--- src/rtl/cmp_irq_pkg.sv ---
package cmp_irq_pkg;

   // register field positions (bit 6 is a constant zero)
   localparam int unsigned BIT_PWR_OFF = 7;
   localparam int unsigned BIT_ZERO    = 6;
   localparam int unsigned BIT_STATUS  = 5;
   localparam int unsigned BIT_FLAG    = 4;
   localparam int unsigned BIT_IE      = 3;
   localparam int unsigned BIT_CAP     = 2;
   localparam int unsigned BIT_MODE_HI = 1;
   localparam int unsigned BIT_MODE_LO = 0;
   localparam int unsigned FIELD_BITS  = 8;

   typedef enum logic [1:0] {
      MODE_TOGGLE = 2'b00,
      MODE_RSVD   = 2'b01,
      MODE_FALL   = 2'b10,
      MODE_RISE   = 2'b11
   } edge_mode_e;

   typedef struct packed {
      logic       pwr_off;
      logic       ie;
      logic       cap_en;
      edge_mode_e mode;
   } ctrl_fields_t;

endpackage

--- src/rtl/cmp_sync.sv ---
module cmp_sync #(
   parameter int unsigned STAGES  = 2,
   parameter bit          RST_VAL = 1'b0
) (
   input  logic clk,
   input  logic rst_n,
   input  logic hold,
   input  logic d,
   output logic q
);
   localparam int unsigned LAST = STAGES - 1;

   logic [LAST:0] chain;

   generate
      if (STAGES < 2) begin : g_bad_depth
         $error("cmp_sync: STAGES must be at least 2");
      end
      genvar gi;
      for (gi = 0; gi < STAGES; gi++) begin : g_stage
         if (gi == 0) begin : g_first
            always_ff @(posedge clk or negedge rst_n) begin
               if (!rst_n)    chain[0] <= RST_VAL;
               else if (!hold) chain[0] <= d;
            end
         end else begin : g_next
            always_ff @(posedge clk or negedge rst_n) begin
               if (!rst_n)    chain[gi] <= RST_VAL;
               else if (!hold) chain[gi] <= chain[gi-1];
            end
         end
      end
   endgenerate

   assign q = chain[LAST];
endmodule

--- src/rtl/cmp_edge_sel.sv ---
module cmp_edge_sel
   import cmp_irq_pkg::*;
#(
   parameter bit RST_VAL = 1'b0
) (
   input  logic       clk,
   input  logic       rst_n,
   input  logic       smp,
   input  edge_mode_e mode,
   output logic       evt
);
   logic prev;
   logic rise;
   logic fall;

   always_ff @(posedge clk or negedge rst_n) begin
      if (!rst_n) prev <= RST_VAL;
      else        prev <= smp;
   end

   assign rise = smp & ~prev;
   assign fall = ~smp & prev;

   always_comb begin
      unique case (mode)
         MODE_TOGGLE: evt = rise | fall;
         MODE_FALL:   evt = fall;
         MODE_RISE:   evt = rise;
         default:     evt = 1'b0;
      endcase
   end
endmodule

--- src/rtl/cmp_ctrl_regs.sv ---
module cmp_ctrl_regs
   import cmp_irq_pkg::*;
#(
   parameter int unsigned REG_W = 8
) (
   input  logic             clk,
   input  logic             rst_n,
   input  logic             wen,
   input  logic             wr_pwr_off,
   input  logic             wr_flag,
   input  logic             wr_ie,
   input  logic             wr_cap,
   input  logic [1:0]       wr_mode,
   input  logic             ack,
   input  logic             evt,
   input  logic             status,
   output ctrl_fields_t     ctrl,
   output logic             flag,
   output logic [REG_W-1:0] rdata
);
   localparam int unsigned PAD_W = REG_W - FIELD_BITS;

   generate
      if (REG_W < FIELD_BITS) begin : g_bad_width
         $error("cmp_ctrl_regs: REG_W too small for the field layout");
      end
   endgenerate

   logic flag_clr;

   assign flag_clr = (wen & wr_flag) | ack;

   always_ff @(posedge clk or negedge rst_n) begin
      if (!rst_n) begin
         ctrl <= '{pwr_off: 1'b0, ie: 1'b0, cap_en: 1'b0, mode: MODE_TOGGLE};
      end else if (wen) begin
         ctrl.pwr_off <= wr_pwr_off;
         ctrl.ie      <= wr_ie;
         ctrl.cap_en  <= wr_cap;
         ctrl.mode    <= edge_mode_e'(wr_mode);
      end
   end

   // a new event takes priority over any clear in the same cycle
   always_ff @(posedge clk or negedge rst_n) begin
      if (!rst_n)        flag <= 1'b0;
      else if (evt)      flag <= 1'b1;
      else if (flag_clr) flag <= 1'b0;
   end

   logic [FIELD_BITS-1:0] fields;

   always_comb begin
      fields                           = '0;
      fields[BIT_PWR_OFF]              = ctrl.pwr_off;
      fields[BIT_ZERO]                 = 1'b0;
      fields[BIT_STATUS]               = status;
      fields[BIT_FLAG]                 = flag;
      fields[BIT_IE]                   = ctrl.ie;
      fields[BIT_CAP]                  = ctrl.cap_en;
      fields[BIT_MODE_HI:BIT_MODE_LO]  = ctrl.mode;
   end

   generate
      if (PAD_W > 0) begin : g_pad
         assign rdata = {{PAD_W{1'b0}}, fields};
      end else begin : g_nopad
         assign rdata = fields;
      end
   endgenerate
endmodule

--- src/rtl/cmp_irq_ctrl.sv ---
module cmp_irq_ctrl
   import cmp_irq_pkg::*;
#(
   parameter int unsigned REG_W          = 8,
   parameter int unsigned SYNC_STAGES    = 2,
   parameter bit          CAP_REGISTERED = 1'b0
) (
   input  logic             clk,
   input  logic             rst_n,
   input  logic             cmp_raw,
   input  logic             reg_wen,
   input  logic [REG_W-1:0] reg_wdata,
   output logic [REG_W-1:0] reg_rdata,
   input  logic             irq_ack,
   input  logic             gie,
   output logic             irq_req,
   output logic             cap_trig,
   output logic             cmp_pwr_off
);
   ctrl_fields_t ctrl;
   logic         cmp_s;
   logic         evt_hit;
   logic         flag;

   cmp_sync #(.STAGES(SYNC_STAGES), .RST_VAL(1'b0)) u_sync (
      .clk   (clk),
      .rst_n (rst_n),
      .hold  (ctrl.pwr_off),
      .d     (cmp_raw),
      .q     (cmp_s)
   );

   cmp_edge_sel #(.RST_VAL(1'b0)) u_edge (
      .clk   (clk),
      .rst_n (rst_n),
      .smp   (cmp_s),
      .mode  (ctrl.mode),
      .evt   (evt_hit)
   );

   cmp_ctrl_regs #(.REG_W(REG_W)) u_regs (
      .clk        (clk),
      .rst_n      (rst_n),
      .wen        (reg_wen),
      .wr_pwr_off (reg_wdata[BIT_PWR_OFF]),
      .wr_flag    (reg_wdata[BIT_FLAG]),
      .wr_ie      (reg_wdata[BIT_IE]),
      .wr_cap     (reg_wdata[BIT_CAP]),
      .wr_mode    (reg_wdata[BIT_MODE_HI:BIT_MODE_LO]),
      .ack        (irq_ack),
      .evt        (evt_hit),
      .status     (cmp_s),
      .ctrl       (ctrl),
      .flag       (flag),
      .rdata      (reg_rdata)
   );

   assign irq_req     = flag & ctrl.ie & gie;
   assign cmp_pwr_off = ctrl.pwr_off;

   generate
      if (CAP_REGISTERED) begin : g_cap_ff
         always_ff @(posedge clk or negedge rst_n) begin
            if (!rst_n) cap_trig <= 1'b0;
            else        cap_trig <= ctrl.cap_en & cmp_s;
         end
      end else begin : g_cap_comb
         assign cap_trig = ctrl.cap_en & cmp_s;
      end
   endgenerate
endmodule

--- config.mk ---
export PLATFORM = sky130hd
export DESIGN_NAME = cmp_irq_ctrl
export DESIGN_NICKNAME = d
export VERILOG_FILES = /design/src/rtl/cmp_irq_pkg.sv /design/src/rtl/cmp_sync.sv /design/src/rtl/cmp_edge_sel.sv /design/src/rtl/cmp_ctrl_regs.sv /design/src/rtl/cmp_irq_ctrl.sv
export SDC_FILE = /design/constraint.sdc
export NUM_CORES = 1
export LEC_CHECK = 0
export CORE_AREA = 2 2 39 41
export CTS_BUF_LIST = sky130_fd_sc_hd__clkbuf_8 sky130_fd_sc_hd__clkbuf_16
export DETAILED_ROUTE_END_ITERATION = 16
export DIE_AREA = 0 0 41 43
export HOLD_SLACK_MARGIN = 0.05
export PLACE_DENSITY = 0.67
export SETUP_SLACK_MARGIN = 0.5
export SLEW_MARGIN = 10
export SYNTH_ARGS = -nofsm -noshare
export SYNTH_HDL_FRONTEND = slang
export SYNTH_SLANG_ARGS = --single-unit
--- constraint.sdc ---
create_clock -name clk -period 1.9 [get_ports clk]
set_input_delay 0.38 -clock clk [delete_from_list [all_inputs] [get_ports clk]]
set_output_delay 0.38 -clock clk [all_outputs]
set_load 0.02 [all_outputs]
Yosys cells after proc, flatten, opt, wreduce, memory -nomap -nowiden

Cells that the tools add are included.

Eq/ne operators: 2
Multiplexer cells: 3
Bitwise logic cells: 10
Reductions and logical operators: 2

Operators by type and width:

| cell                 | count |
|---|---|
| $and A1 B1 Y1        | 6 |
| $eq A2 B2 Y1 const B | 2 |
| $pmux W1 S3          | 1 |
| $logic_not A2 Y1     | 1 |
| $mux W1              | 2 |
| $not A1 Y1           | 2 |
| $or A1 B1 Y1         | 2 |
| $reduce_bool A2 Y1   | 1 |

Register bits after elaboration: 9

Depth between registers and ports, before layout

Word-level depth: 5
Depth in mapped cells: 5

Hierarchy

A second synthesis with hierarchy kept.

Cells, all modules: 39
Area total of the unflattened synthesis: 496.7 um2

By module, submodules not included:

| module        | times used | cells each | area each (um2) |
|---|---|---|---|
| cmp_ctrl_regs | 1          | 24         | 316.6 |
| cmp_edge_sel  | 1          | 9          | 95.1 |
| cmp_sync      | 1          | 4          | 72.6 |
| cmp_irq_ctrl  | 1          | 2          | 12.5 |

Worst setup path after synthesis

No wires, ideal clock.

Kind: reg-to-output
Start point: register, netlist name u_regs.ctrl[3]
End point: output irq_req
Arrival: 736 ps
Required time: 1520 ps
Setup slack: 784 ps
Cell stages (with the launch flop): 2
Buffers on the path: 0
Cells stage by stage: dfrtp_1 > and3_1

Cells in the longest elaborated chain, start to end: 2

RTL lines:

| element                     | RTL line           | text |
|---|---|---|
| $and A1 B1 Y1 (2 in series) | cmp_irq_ctrl.sv:58 | `assign irq_req = flag & ctrl.ie & gie;` |
| end, declared               | cmp_irq_ctrl.sv:16 | `output logic irq_req,` |

No other way between the ends.

Worst setup path after layout

Start point: register, netlist name u_regs.ctrl[4]
End point: output cmp_pwr_off

RTL lines:

| element       | RTL line           | text |
|---|---|---|
| end, declared | cmp_irq_ctrl.sv:18 | `output logic cmp_pwr_off` |

No word-level cell between the ends.

==> impl_metrics.env <==
export IMPL_fin_nets=72
export IMPL_die_area_um2=1760
export IMPL_p_sw_frac=0.286
export IMPL_antenna_left=0
export IMPL_status="complete, no violations"
export IMPL_grt_met3_usage=0.0471
export IMPL_hold_viol_final=0
export IMPL_crit_path_top_delay_cell="dfrtp_1"
export IMPL_ys_types=16
export IMPL_synth_top_area_share=0.506
export IMPL_layout_area_seq_um2=225
export IMPL_drt_iter0_drc=7
export IMPL_cp_max_fo=5
export IMPL_grt_max_degree=10
export IMPL_synth_net_count=50
export IMPL_worst_setup_path_start_kind="flip-flop"
export IMPL_path_class="reg2out"
export IMPL_die_w_um=41
export IMPL_synth_cells=34
export IMPL_netlist_area_um2=445
export IMPL_ios=25
export IMPL_yosysMostFrequentCell="dfrtp_1"
export IMPL_met2_usage=0.153
export IMPL_place_congestion=0.605
export IMPL_yosys_area_top_type="dfrtp_1"
export IMPL_total_switching_power_uw=186
export IMPL_use_met1=0.120
export IMPL_p_per_area_nw_per_um2=955
export IMPL_cp_top_family="flip-flops"
export IMPL_syn_area_per_cell_um2=13.1
export IMPL_p_int_uw=465
export IMPL_gr_total_overflow=0
export IMPL_p_leak_nw=0.338
export IMPL_die_h_um=43
export IMPL_synth_area_leaders="dfrtp_1 (51%), mux2_4 (17%), buf_4 (6.7%)"
export IMPL_track_usage=0.108
export IMPL_antenna_found_initial=0
export IMPL_numCtsBuffers=3
export IMPL_rsz0062_at_grt="yes"
export IMPL_cts_tree="done"
export IMPL_gr_max_usage_layer="met2"
export IMPL_fin_crit_ns=1.37
export IMPL_finClkSkew_ns=0.000479
export IMPL_cts_max_path_buffers=2
export IMPL_max_stage_delay_ns=0.40
export IMPL_drt_pass1_iterations=3
export IMPL_slew_viol_final=0
export IMPL_max_clock_freq_mhz=732
export IMPL_ys_warnings_count=0
export IMPL_layout_drive_gt1_share=0.255
export IMPL_synth_edf_count=0
export IMPL_crit_required_ns=1.52
export IMPL_core_area_um2=1380
export IMPL_yosysSeqAreaShare=0.506
export IMPL_ctsHoldBuffers=0
export IMPL_synth_top_flop_cell="dfrtp_1"
export IMPL_io_buffer_count=21
export IMPL_cts_htree_levels=1
export IMPL_rows=14
export IMPL_finalCritPeriodShare=0.719
export IMPL_cp_num_buf_inv=1
export IMPL_fin_total_pwr_uw=651
export IMPL_whs_ns=0.448
export IMPL_crit_arrival_ns=0.99
export IMPL_grt_pass1_wl_mm=1.20
export IMPL_drt_wl_total_um=770
export IMPL_drv_cap=0
export IMPL_drc=0
export IMPL_multi_input_area_um2=176
export IMPL_areaGrowthSynthToFinish_pct=53.1
export IMPL_vias_per_cell=4.61
export IMPL_post_place_ws_ns=-0.0600
export IMPL_synthTopCellsByCount="dfrtp_1 (9), mux2_4 (5), buf_4 (4)"
export IMPL_start_util=0.322
export IMPL_async_flop_share=1.00
export IMPL_clkSinkCount=9
export IMPL_fillers=139
export IMPL_cts_root_buf="clkbuf_8"
export IMPL_crit_chain="dlygate4sd2_1"
export IMPL_endpoint_kind="output port"
export IMPL_dp_final_hpwl_um=565
export IMPL_vdd_drop_max_uv=550
export IMPL_finalSetupViolations=0
export IMPL_pwr_share_seq=0.381
export IMPL_num_vias=327
export IMPL_clkTransAtPathRegs_ns=0.04
export IMPL_clk_latency_ns=0.23
export IMPL_ys_ff_latch=9
export IMPL_power_frac_clock=0.329
export IMPL_grt_pass1_vias=297
export IMPL_hold_path_class="in2async"
export IMPL_setup_slack_ns=0.534
export IMPL_wire_per_inst_um=10.8
export IMPL_antenna_cells=0
export IMPL_comb_power_share=0.291
==> cells in the final DEF (no fill, tap or decap), drive strengths merged <==
cell type	synthesis	final
clkdlybuf4s50	0	10
dfrtp	9	9
dlygate4sd2	0	7
mux2	7	7
inv	2	3
clkbuf	0	3
buf	5	3
ha	2	2
and2	1	1
and3	1	1
nor2	1	1
a21oi	1	1
nand2	1	1
nand3b	1	1
nand3	1	1
o211ai	1	1
conb	1	1
dlymetal6s2s	0	1
clkdlybuf4s15	0	1
==> cell type report <==
cell class / count / share of cell area
sequential: 9 / 0.330
tap: 16 / 0.0294
timing repair buffer: 22 / 0.305
clock buffer: 3 / 0.0606
clock inverter: 1 / 0.00550
inverter: 2 / 0.0110
multi-input combinational: 18 / 0.259
==> path summary, 6_finish.rpt <==
| check | startpoint | to | slack (ns) | cells after the start |
|---|---|---|---|---|
| max | u_regs.ctrl[4] | cmp_pwr_off | 0.53 | 1 |
| min | rst_n | u_regs.flag | 0.45 | 1 |
| max reg2reg | u_sync.q | u_regs.flag | 0.72 | 6 |
| min reg2reg | u_sync.chain[0] | u_sync.chain[0] | 0.51 | 1 |
| max in group asynchronous | rst_n | u_regs.ctrl[2] | 1.17 | 1 |
| min in group clk | u_sync.chain[0] | u_sync.chain[0] | 0.51 | 1 |
==> what timing repair did <==
action                                  CTS  global route
buffers inserted                          1             0
endpoints found under the setup margin   10             5
gates resized for setup                  13             8
pin swaps                                 0             0
hold endpoints to repair                  0             0
==> power groups by stage <==
stage	logic [mW]	clock network (mW)	registers, mW
after floorplan	0.114	0	0.262
after global placement	0.195	0	0.254
after detailed placement	0.199	0	0.255
after CTS	0.190	0.222	0.247
after global routing	0.205	0.226	0.252
final	0.189	0.214	0.248
==> layer usage <==
layer | wire length [um] | part of all wire
met4 | 17 | 0.022
met3 | 102 | 0.13
met1 | 303 | 0.39
met5 | 0 | 0
met2 | 348 | 0.45
==> through the flow <==
| stage | utilization | cells | area [um2] | setup TNS (ns) |
|---|---|---|---|---|
| 5_1_grt | 0.493 | 71 | 682 | 0 |
| 3_3_place_gp | 0.458 | 66 | 634 | -0.0411 |
| 3_5_place_dp | 0.458 | 66 | 634 | -0.0600 |
| 2_1_floorplan | - | 34 | 445 | 0 |
| 6_report | 0.493 | 71 | 682 | 0 |
| 4_1_cts | 0.490 | 71 | 678 | 0 |
==> logic make-up (layout without fill, tap and decap cells) <==
family | after synthesis | after routing | synth area share
AND/OR/NAND/NOR | 6 | 6 | 0.0730
adder cells (fa/ha/maj) | 2 | 2 | 0.0562
buffers and inverters | 7 | 28 | 0.110
multiplexers | 7 | 7 | 0.219
other | 1 | 1 | 0.00842
flip-flops | 9 | 9 | 0.506
AO/OA/AOI/OAI | 2 | 2 | 0.0281
==> registers in the layout, summed over array words and instances (netlist names) <==
register      count
u_regs.ctrl       5
u_regs.flag       1
u_sync.chain      1
u_edge.prev       1
u_sync.q          1
Power figures use the tool's default switching activity.
